### src/rtl/spi_cfg_pkg.sv
package spi_cfg_pkg;
    localparam int DATA_W = 16;
    localparam int BYTE_W = 8;
    localparam int ADDR_W = 7;
    localparam int CMD_W  = ADDR_W + 1;
    localparam int CNT_W  = $clog2(DATA_W) + 1;

    typedef enum logic [2:0] {
        ST_IDLE,
        ST_CMD,
        ST_WDATA,
        ST_RDATA,
        ST_HOLD
    } frame_state_t;
endpackage

### src/rtl/spi_cfg_sync.sv
module spi_cfg_sync #(
    parameter int STAGES = 2
) (
    input  logic clk,
    input  logic rst_n,
    input  logic sck_in,
    input  logic sel_n_in,
    input  logic mosi_in,
    output logic sck_rise,
    output logic sel_hi,
    output logic mosi_s
);
    logic [STAGES-1:0] sck_p;
    logic [STAGES-1:0] sel_p;
    logic [STAGES-1:0] mosi_p;
    logic              sck_prev;

    always_ff @(posedge clk or negedge rst_n) begin
        if (!rst_n) begin
            sck_p    <= '0;
            sel_p    <= '1;
            mosi_p   <= '0;
            sck_prev <= 1'b0;
        end else begin
            sck_p    <= {sck_p[STAGES-2:0], sck_in};
            sel_p    <= {sel_p[STAGES-2:0], sel_n_in};
            mosi_p   <= {mosi_p[STAGES-2:0], mosi_in};
            sck_prev <= sck_p[STAGES-1];
        end
    end

    assign sck_rise = sck_p[STAGES-1] & ~sck_prev;
    assign sel_hi   = sel_p[STAGES-1];
    assign mosi_s   = mosi_p[STAGES-1];
endmodule

### src/rtl/spi_cfg_regbank.sv
module spi_cfg_regbank
    import spi_cfg_pkg::*;
#(
    parameter int                  NUM_REGS  = 8,
    parameter logic [NUM_REGS-1:0] WIDE_MASK = 8'hA5
) (
    input  logic              clk,
    input  logic              rst_n,
    input  logic              wr_en,
    input  logic [ADDR_W-1:0] wr_addr,
    input  logic [DATA_W-1:0] wr_data,
    input  logic [ADDR_W-1:0] lk_addr,
    output logic [DATA_W-1:0] lk_data,
    output logic              lk_wide,
    output logic              lk_mapped,
    input  logic [ADDR_W-1:0] pr_addr,
    output logic [DATA_W-1:0] pr_data
);
    localparam int IDX_W = (NUM_REGS > 1) ? $clog2(NUM_REGS) : 1;

    logic [DATA_W-1:0] reg_val [NUM_REGS];
    logic              pr_mapped;

    for (genvar i = 0; i < NUM_REGS; i++) begin : g_reg
        if (WIDE_MASK[i]) begin : g_wide
            logic [DATA_W-1:0] q;
            always_ff @(posedge clk or negedge rst_n) begin
                if (!rst_n)                                   q <= '0;
                else if (wr_en && wr_addr == ADDR_W'(i))      q <= wr_data;
            end
            assign reg_val[i] = q;
        end else begin : g_narrow
            logic [BYTE_W-1:0] q;
            always_ff @(posedge clk or negedge rst_n) begin
                if (!rst_n)                                   q <= '0;
                else if (wr_en && wr_addr == ADDR_W'(i))      q <= wr_data[BYTE_W-1:0];
            end
            assign reg_val[i] = {{(DATA_W-BYTE_W){1'b0}}, q};
        end
    end

    assign lk_mapped = {1'b0, lk_addr} < (ADDR_W+1)'(NUM_REGS);
    assign pr_mapped = {1'b0, pr_addr} < (ADDR_W+1)'(NUM_REGS);
    assign lk_data   = lk_mapped ? reg_val[lk_addr[IDX_W-1:0]] : '0;
    assign lk_wide   = lk_mapped && WIDE_MASK[lk_addr[IDX_W-1:0]];
    assign pr_data   = pr_mapped ? reg_val[pr_addr[IDX_W-1:0]] : '0;

    AST_UNMAPPED_NO_WRITE: assert property (@(posedge clk) disable iff (!rst_n)
        wr_en |-> ({1'b0, wr_addr} < (ADDR_W+1)'(NUM_REGS)));
endmodule

### src/rtl/spi_cfg_fsm.sv
module spi_cfg_fsm
    import spi_cfg_pkg::*;
(
    input  logic              clk,
    input  logic              rst_n,
    input  logic              sck_rise,
    input  logic              sel_hi,
    input  logic              mosi_s,
    output logic [ADDR_W-1:0] lk_addr,
    input  logic [DATA_W-1:0] lk_data,
    input  logic              lk_wide,
    input  logic              lk_mapped,
    output logic              wr_en,
    output logic [ADDR_W-1:0] wr_addr,
    output logic [DATA_W-1:0] wr_data,
    output logic              miso
);
    localparam logic [CNT_W-1:0] CMD_LAST  = CNT_W'(CMD_W - 1);
    localparam logic [CNT_W-1:0] WIDE_LAST = CNT_W'(DATA_W - 1);
    localparam logic [CNT_W-1:0] NARR_LAST = CNT_W'(BYTE_W - 1);

    frame_state_t      state, nxt;
    logic [CNT_W-1:0]  bit_cnt;
    logic [ADDR_W-1:0] cmd_sh;
    logic [DATA_W-1:0] dat_sh;
    logic [DATA_W-1:0] tx_sh;
    logic [ADDR_W-1:0] addr_q;
    logic              wide_q;
    logic              mapped_q;
    logic              miso_q;
    logic [CNT_W-1:0]  last_bit;
    logic              cmd_done;
    logic              data_last;

    assign last_bit  = wide_q ? WIDE_LAST : NARR_LAST;
    assign cmd_done  = (state == ST_CMD) && sck_rise && (bit_cnt == CMD_LAST);
    assign data_last = sck_rise && (bit_cnt == last_bit);
    assign lk_addr   = {cmd_sh[ADDR_W-2:0], mosi_s};

    // state register
    always_ff @(posedge clk or negedge rst_n) begin
        if (!rst_n) state <= ST_IDLE;
        else        state <= nxt;
    end

    always_comb begin
        nxt = state;
        if (sel_hi) begin
            nxt = ST_IDLE;
        end else begin
            unique case (state)
                ST_IDLE:  nxt = ST_CMD;
                ST_CMD:   if (cmd_done)  nxt = cmd_sh[ADDR_W-1] ? ST_WDATA : ST_RDATA;
                ST_WDATA: if (data_last) nxt = ST_HOLD;
                ST_RDATA: if (data_last) nxt = ST_HOLD;
                ST_HOLD:  nxt = ST_HOLD;
                default:  nxt = ST_IDLE;
            endcase
        end
    end

    // outputs and datapath
    always_ff @(posedge clk or negedge rst_n) begin
        if (!rst_n) begin
            bit_cnt  <= '0;
            cmd_sh   <= '0;
            dat_sh   <= '0;
            tx_sh    <= '0;
            addr_q   <= '0;
            wide_q   <= 1'b0;
            mapped_q <= 1'b0;
            miso_q   <= 1'b0;
        end else if (sel_hi) begin
            bit_cnt <= '0;
            cmd_sh  <= '0;
            miso_q  <= 1'b0;
        end else if (sck_rise) begin
            unique case (state)
                ST_CMD: begin
                    cmd_sh <= {cmd_sh[ADDR_W-2:0], mosi_s};
                    if (bit_cnt == CMD_LAST) begin
                        bit_cnt  <= '0;
                        addr_q   <= lk_addr;
                        wide_q   <= lk_wide;
                        mapped_q <= lk_mapped;
                        tx_sh    <= lk_wide ? lk_data
                                            : {lk_data[BYTE_W-1:0], {(DATA_W-BYTE_W){1'b0}}};
                    end else begin
                        bit_cnt <= bit_cnt + 1'b1;
                    end
                end
                ST_WDATA: begin
                    dat_sh  <= {dat_sh[DATA_W-2:0], mosi_s};
                    bit_cnt <= bit_cnt + 1'b1;
                end
                ST_RDATA: begin
                    miso_q  <= tx_sh[DATA_W-1];
                    tx_sh   <= {tx_sh[DATA_W-2:0], 1'b0};
                    bit_cnt <= bit_cnt + 1'b1;
                end
                default: ;
            endcase
        end
    end

    assign wr_en   = (state == ST_WDATA) && data_last && mapped_q && !sel_hi;
    assign wr_addr = addr_q;
    assign wr_data = wide_q ? {dat_sh[DATA_W-2:0], mosi_s}
                            : {{(DATA_W-BYTE_W){1'b0}}, dat_sh[BYTE_W-2:0], mosi_s};
    assign miso    = miso_q;

    AST_MISO_QUIET_IDLE: assert property (@(posedge clk) disable iff (!rst_n)
        sel_hi |=> !miso_q);
    AST_MISO_EDGE_ONLY: assert property (@(posedge clk) disable iff (!rst_n)
        (!sck_rise && !sel_hi) |=> $stable(miso_q));
    AST_WRITE_ENDS_FRAME: assert property (@(posedge clk) disable iff (!rst_n)
        wr_en |=> (state == ST_HOLD));
    AST_DATA_CNT_RANGE: assert property (@(posedge clk) disable iff (!rst_n)
        (state == ST_WDATA || state == ST_RDATA) |-> (bit_cnt <= last_bit));
    AST_CMD_CNT_RANGE: assert property (@(posedge clk) disable iff (!rst_n)
        (state == ST_CMD) |-> (bit_cnt <= CMD_LAST));
endmodule

### src/rtl/spi_cfg_slave.sv
module spi_cfg_slave
    import spi_cfg_pkg::*;
#(
    parameter int                  NUM_REGS    = 8,
    parameter logic [NUM_REGS-1:0] WIDE_MASK   = 8'hA5,
    parameter int                  SYNC_STAGES = 2
) (
    input  logic              clk,
    input  logic              rst_n,
    input  logic              spi_sel_n,
    input  logic              spi_sck,
    input  logic              spi_mosi,
    output logic              spi_miso,
    input  logic [ADDR_W-1:0] cfg_rd_addr,
    output logic [DATA_W-1:0] cfg_rd_data
);
    logic              sck_rise, sel_hi, mosi_s;
    logic [ADDR_W-1:0] lk_addr, wr_addr;
    logic [DATA_W-1:0] lk_data, wr_data;
    logic              lk_wide, lk_mapped, wr_en;

    spi_cfg_sync #(.STAGES(SYNC_STAGES)) u_sync (
        .clk(clk), .rst_n(rst_n), .sck_in(spi_sck), .sel_n_in(spi_sel_n),
        .mosi_in(spi_mosi), .sck_rise(sck_rise), .sel_hi(sel_hi), .mosi_s(mosi_s)
    );

    spi_cfg_fsm u_fsm (
        .clk(clk), .rst_n(rst_n), .sck_rise(sck_rise), .sel_hi(sel_hi),
        .mosi_s(mosi_s), .lk_addr(lk_addr), .lk_data(lk_data), .lk_wide(lk_wide),
        .lk_mapped(lk_mapped), .wr_en(wr_en), .wr_addr(wr_addr),
        .wr_data(wr_data), .miso(spi_miso)
    );

    spi_cfg_regbank #(.NUM_REGS(NUM_REGS), .WIDE_MASK(WIDE_MASK)) u_bank (
        .clk(clk), .rst_n(rst_n), .wr_en(wr_en), .wr_addr(wr_addr),
        .wr_data(wr_data), .lk_addr(lk_addr), .lk_data(lk_data),
        .lk_wide(lk_wide), .lk_mapped(lk_mapped), .pr_addr(cfg_rd_addr),
        .pr_data(cfg_rd_data)
    );
endmodule

### config.mk
export PLATFORM = sky130hd
export DESIGN_NAME = spi_cfg_slave
export DESIGN_NICKNAME = d
export VERILOG_FILES = /design/src/rtl/spi_cfg_pkg.sv /design/src/rtl/spi_cfg_sync.sv /design/src/rtl/spi_cfg_regbank.sv /design/src/rtl/spi_cfg_fsm.sv /design/src/rtl/spi_cfg_slave.sv
export SDC_FILE = /design/constraint.sdc
export NUM_CORES = 1
export LEC_CHECK = 0
export ABC_AREA = 0
export BUFFER_PORTS_ARGS = -buffer_cell sky130_fd_sc_hd__buf_2
export CAP_MARGIN = 20
export CORE_AREA = 8 8 133 135
export CTS_BUF_LIST = sky130_fd_sc_hd__clkbuf_4
export DETAILED_ROUTE_END_ITERATION = 8
export DIE_AREA = 0 0 141 143
export GPL_TIMING_DRIVEN = 0
export PLACE_DENSITY_LB_ADDON = 0.2
export REMOVE_ABC_BUFFERS = 1
export SLEW_MARGIN = 10
export SYNTH_ARGS = -nofsm -noshare
export SYNTH_HDL_FRONTEND = slang
export SYNTH_HIERARCHICAL = 1
export SYNTH_SLANG_ARGS = --single-unit
### constraint.sdc
create_clock -name clk -period 8.4 [get_ports clk]
set_input_delay 0.42 -clock clk [delete_from_list [all_inputs] [get_ports clk]]
set_output_delay 0.42 -clock clk [all_outputs]
set_load 0.05 [all_outputs]
==> impl_metrics.xml <==
<?xml version="1.0" encoding="UTF-8"?>
<metrics>
  <group name="worst_setup_path">
    <metric name="crit_path_cell_trace" unit="">nor2b_1, or2_2, nor2_1, buf_4, mux2_2, mux2_2, mux2_4</metric>
    <metric name="worst_path_largest_cell_delay" unit="ns">0.98</metric>
    <metric name="timing.critical_path.mode_cell" unit="">sky130_fd_sc_hd__mux2_2</metric>
    <metric name="cell_class_contributing_the_biggest_share_of_worst_path_delay" unit="">simple AND/OR/NAND/NOR gates</metric>
    <metric name="critical_path_required" unit="ns">8.86</metric>
    <metric name="cp_max_fo" unit="">23</metric>
    <metric name="critPathArrivalTime" unit="ns">3.88</metric>
    <metric name="crit-reg2reg-launch" unit="">u_sync/mosi_p[1]</metric>
    <metric name="timing.critical_path.buf_inv" unit="">1</metric>
    <metric name="worstSetupPathType" unit="">reg2reg</metric>
    <metric name="crit_slowest_cell" unit="">sky130_fd_sc_hd__dfrtp_1</metric>
    <metric name="setup.worst_path.end_class" unit="">register</metric>
    <metric name="critPathLaunchType" unit="">register</metric>
    <metric name="timing.critical_path.from" unit="">u_sync/mosi_p[1]</metric>
  </group>
  <group name="timing">
    <metric name="post-route-min-period" unit="ns">3.42</metric>
    <metric name="part_of_the_cycle_the_worst_path_needs" unit="">0.407</metric>
    <metric name="timing.final.hold_violations" unit="">0</metric>
    <metric name="finClkSkew" unit="ns">0.0145</metric>
    <metric name="finalSetupViolations" unit="">0</metric>
    <metric name="clock.fmax" unit="MHz">292</metric>
    <metric name="setup-tns-final" unit="ns">0</metric>
    <metric name="finalMaxSlewViolations" unit="">0</metric>
    <metric name="slew-limit-headroom" unit="">0.258</metric>
    <metric name="setup_repair_after_global_routing_missed_its_margin" unit="">false</metric>
    <metric name="worst_slew_pin_slew" unit="ns">1.11</metric>
  </group>
  <group name="logic_synthesis">
    <metric name="dominant_combinational_cell_family_by_area_after_synthesis" unit="">multiplexers</metric>
    <metric name="synth_xor_xnor_area_share" unit="">0.00104</metric>
    <metric name="synth_cell_type_count" unit="">52</metric>
    <metric name="mux_share_of_post_synthesis_cell_area" unit="">0.329</metric>
    <metric name="netlist_instances" unit="">671</metric>
    <metric name="synth_fa_ha_area_frac" unit="">0.00149</metric>
    <metric name="yosysSeqAreaShare" unit="">0.474</metric>
    <metric name="fraction_of_the_mapped_netlist_area_in_compound_gates" unit="">0.0708</metric>
    <metric name="ys_async_sr_fraction" unit="">1.00</metric>
    <metric name="post_synth_and_or_nand_nor_area_fraction" unit="">0.0764</metric>
    <metric name="synth.cell_area" unit="um^2">8410</metric>
    <metric name="synth-edff-count" unit="">0</metric>
    <metric name="synthesis.yosys.warnings" unit="">6</metric>
    <metric name="synth_area_per_cell" unit="um^2">12.5</metric>
    <metric name="synth_top_flop_cell" unit="">sky130_fd_sc_hd__dfrtp_1</metric>
    <metric name="ys_seq_elements" unit="">159</metric>
  </group>
  <group name="finish">
    <metric name="register_area" unit="um^2">3990</metric>
    <metric name="layout.cells.most_common" unit="">sky130_fd_sc_hd__dfrtp_1</metric>
    <metric name="area_delta_synth_final" unit="%">6.24</metric>
    <metric name="multi_input_comb_area" unit="um^2">4030</metric>
    <metric name="number_of_inserted_filler_cells_in_the_final_layout" unit="">1287</metric>
    <metric name="most-common-layout-cells" unit="">156 x sky130_fd_sc_hd__dfrtp_1, 150 x sky130_fd_sc_hd__mux2_2, 92 x sky130_fd_sc_hd__mux2i_1, 26 x sky130_fd_sc_hd__buf_2, 23 x sky130_fd_sc_hd__nor2_1</metric>
    <metric name="design_area" unit="um^2">8930</metric>
    <metric name="final_layout_size_suffix_gt1_frac" unit="">0.343</metric>
    <metric name="net_count_reported_at_finish" unit="">685</metric>
  </group>
  <group name="place">
    <metric name="post_dp_cell_area" unit="um^2">8590</metric>
    <metric name="hpwl" unit="mm">12.0</metric>
    <metric name="portBuffers" unit="">28</metric>
    <metric name="gpl.final_weighted_congestion" unit="">0.772</metric>
  </group>
  <group name="power">
    <metric name="power_density" unit="nW/um^2">148</metric>
    <metric name="p_seq_frac" unit="">0.584</metric>
    <metric name="net-switching-power" unit="uW">321</metric>
    <metric name="p_leak" unit="nW">4.30</metric>
    <metric name="swShare" unit="">0.243</metric>
    <metric name="p_clk_frac" unit="">0.358</metric>
    <metric name="internal_power" unit="mW">1.00</metric>
    <metric name="share_comb_of_total_power" unit="">0.058</metric>
    <metric name="vdd_drop_max" unit="mV">0.0739</metric>
  </group>
  <group name="detailed_routing">
    <metric name="route.detailed.drc" unit="">0</metric>
    <metric name="routedWlPerCell" unit="um">21.2</metric>
    <metric name="firstDrtPassIters" unit="">4</metric>
    <metric name="totalWireLength" unit="mm">19.2</metric>
    <metric name="avgViaCountPerCell" unit="">5.91</metric>
    <metric name="via_count" unit="">5329</metric>
    <metric name="drt_iter0_drc" unit="">480</metric>
    <metric name="detail-route-antenna-nets" unit="">0</metric>
  </group>
  <group name="die">
    <metric name="die_area" unit="um^2">20200</metric>
    <metric name="start_util" unit="">0.539</metric>
    <metric name="site_row_count" unit="">46</metric>
    <metric name="core_area" unit="um^2">15600</metric>
    <metric name="vert_die_dim" unit="um">143</metric>
    <metric name="floorplan.io_pins" unit="">29</metric>
    <metric name="die_w" unit="um">141</metric>
  </group>
  <group name="clocking">
    <metric name="cts_inserted_buffers" unit="">17</metric>
    <metric name="postCtsResizedCells" unit="">0</metric>
    <metric name="cts_sinks" unit="">159</metric>
    <metric name="cts_tree" unit="">built</metric>
    <metric name="htreeDepth" unit="">4</metric>
    <metric name="ctsRootBufferMaster" unit="">sky130_fd_sc_hd__clkbuf_4</metric>
    <metric name="worstSkewPairLatency" unit="ns">0.56</metric>
    <metric name="clkTransAtPathRegs" unit="ns">0.13</metric>
    <metric name="max-clock-path-buffers" unit="">2</metric>
  </group>
  <group name="global_routing">
    <metric name="track_usage" unit="">0.199</metric>
    <metric name="grt_start_max_net_pins" unit="">112</metric>
    <metric name="grt_pass1_vias" unit="">5574</metric>
    <metric name="grt_pass1_wl" unit="mm">30.7</metric>
    <metric name="initial_antenna_violation_count" unit="">1</metric>
    <metric name="grt_overflow" unit="">0</metric>
  </group>
  <group name="worst_hold_path">
    <metric name="hold_path.class" unit="">in2async</metric>
  </group>
  <group name="run_status">
    <metric name="run_status" unit="">finished, final reports clean</metric>
  </group>
  <group name="flow_run">
    <metric name="maxCapViolations" unit="">0</metric>
  </group>
</metrics>
==> final timing paths <==
path	cells after the start	slack, ns	to
min in group clk	0	0.36	u_sync/sck_p[1]
min reg2reg	0	0.36	u_sync/sck_p[1]
max	7	4.98	u_fsm/tx_sh[8]
max reg2reg	7	4.98	u_fsm/tx_sh[8]
min	2	0.33	u_bank/g_reg[0].g_wide.q[12]
max in group asynchronous	3	7.19	u_fsm/cmd_sh[0]
==> state kept, by name, summed over array words and instances (netlist names) <==
name,count
u_fsm/bit_cnt,5
u_fsm/tx_sh,16
u_bank/g.g_narrow.q,32
u_fsm/miso,1
u_sync/sck_prev,1
u_fsm/cmd_sh,7
u_sync/sel_p,2
u_fsm/wr_addr,7
u_bank/g.g_wide.q,64
u_fsm/mapped_q,1
u_fsm/dat_sh,15
u_sync/mosi_p,2
u_fsm/state,3
u_fsm/wide_q,1
u_sync/sck_p,2
==> through the flow <==
| step | power, mW | util | hold WS [ns] | std cells | setup slack [ns] |
|---|---|---|---|---|---|
| floorplan | 0.823 | - | 0.124 | 616 | 5.26 |
| global placement | 0.861 | 0.545 | 0.334 | 860 | 4.44 |
| detailed placement | 0.864 | 0.551 | 0.339 | 864 | 4.77 |
| CTS | 1.34 | 0.572 | 0.287 | 900 | 4.73 |
| global route | 1.38 | 0.573 | 0.318 | 902 | 4.85 |
| finish | 1.32 | 0.573 | 0.326 | 902 | 4.98 |
==> power by group through the flow <==
stage | Clock (mW) | Combinational (mW) | Sequential, mW
3_5_place_dp | 0 | 0.0754 | 0.789
5_1_grt | 0.521 | 0.0836 | 0.775
3_3_place_gp | 0 | 0.0697 | 0.791
4_1_cts | 0.492 | 0.0771 | 0.774
2_1_floorplan | 0 | 0.0347 | 0.788
6_report | 0.474 | 0.0766 | 0.774
==> final cells by class <==
type                       count  area share
antenna                        1    0.000280
clock buffer                  19      0.0160
clock inverter                13      0.0165
inverter                      20     0.00841
multi-input combinational    437       0.451
sequential                   159       0.446
tap                          216      0.0303
timing repair buffer          37      0.0315
==> logic make-up after synthesis <==
kind of cell | Yosys count
AO/OA/AOI/OAI | 76
multiplexers | 255
flip-flops | 159
XOR/XNOR | 1
AND/OR/NAND/NOR | 104
adder cells (fa/ha/maj) | 1
buffers and inverters | 75
==> per-layer routing <==
layer	global-route usage	part of all wire
met5	0	0
met2	0.325	0.49
met1	0.260	0.46
met4	0.0679	0.013
met3	0.0381	0.039
==> synth_stat cells (2+ instances only) <==
master / instances / share of area
sky130_fd_sc_hd__nand3_1: 4 / 0.0024
sky130_fd_sc_hd__or2_2: 4 / 0.0030
sky130_fd_sc_hd__mux2_4: 3 / 0.0054
sky130_fd_sc_hd__or4_1: 4 / 0.0036
sky130_fd_sc_hd__a22o_1: 15 / 0.016
sky130_fd_sc_hd__nand2b_1: 2 / 0.0015
sky130_fd_sc_hd__buf_6: 3 / 0.0040
sky130_fd_sc_hd__a22oi_1: 16 / 0.014
sky130_fd_sc_hd__or3_1: 3 / 0.0022
sky130_fd_sc_hd__nand4b_1: 3 / 0.0031
sky130_fd_sc_hd__nand2_1: 14 / 0.0063
sky130_fd_sc_hd__o41ai_1: 2 / 0.0021
sky130_fd_sc_hd__mux2_1: 10 / 0.013
sky130_fd_sc_hd__nand2_2: 3 / 0.0022
sky130_fd_sc_hd__a2bb2oi_1: 8 / 0.0083
sky130_fd_sc_hd__o21ai_0: 5 / 0.0030
sky130_fd_sc_hd__buf_2: 19 / 0.011
sky130_fd_sc_hd__dfrtp_1: 157 / 0.47
sky130_fd_sc_hd__nor2b_1: 5 / 0.0037
sky130_fd_sc_hd__buf_4: 19 / 0.017
sky130_fd_sc_hd__nor2_1: 23 / 0.010
sky130_fd_sc_hd__buf_1: 5 / 0.0022
sky130_fd_sc_hd__nor3_1: 9 / 0.0054
sky130_fd_sc_hd__dfstp_2: 2 / 0.0063
sky130_fd_sc_hd__o31ai_1: 2 / 0.0018
sky130_fd_sc_hd__inv_1: 20 / 0.0089
sky130_fd_sc_hd__a21oi_1: 7 / 0.0042
sky130_fd_sc_hd__mux2i_1: 92 / 0.11
sky130_fd_sc_hd__o22ai_1: 8 / 0.0060
sky130_fd_sc_hd__clkbuf_1: 9 / 0.0040
sky130_fd_sc_hd__and2_1: 9 / 0.0067
sky130_fd_sc_hd__mux2_2: 150 / 0.20
sky130_fd_sc_hd__o22a_1: 8 / 0.0083
sky130_fd_sc_hd__and3_1: 10 / 0.0074
==> repair_timing <==
| action | 4_1_cts | 5_1_grt |
|---|---|---|
| endpoints found under the hold margin | 51 | 0 |
| hold buffers | 4 | 0 |
| buffers inserted | 0 | 0 |
No activity file was read; power rests on OpenSTA's default activity.
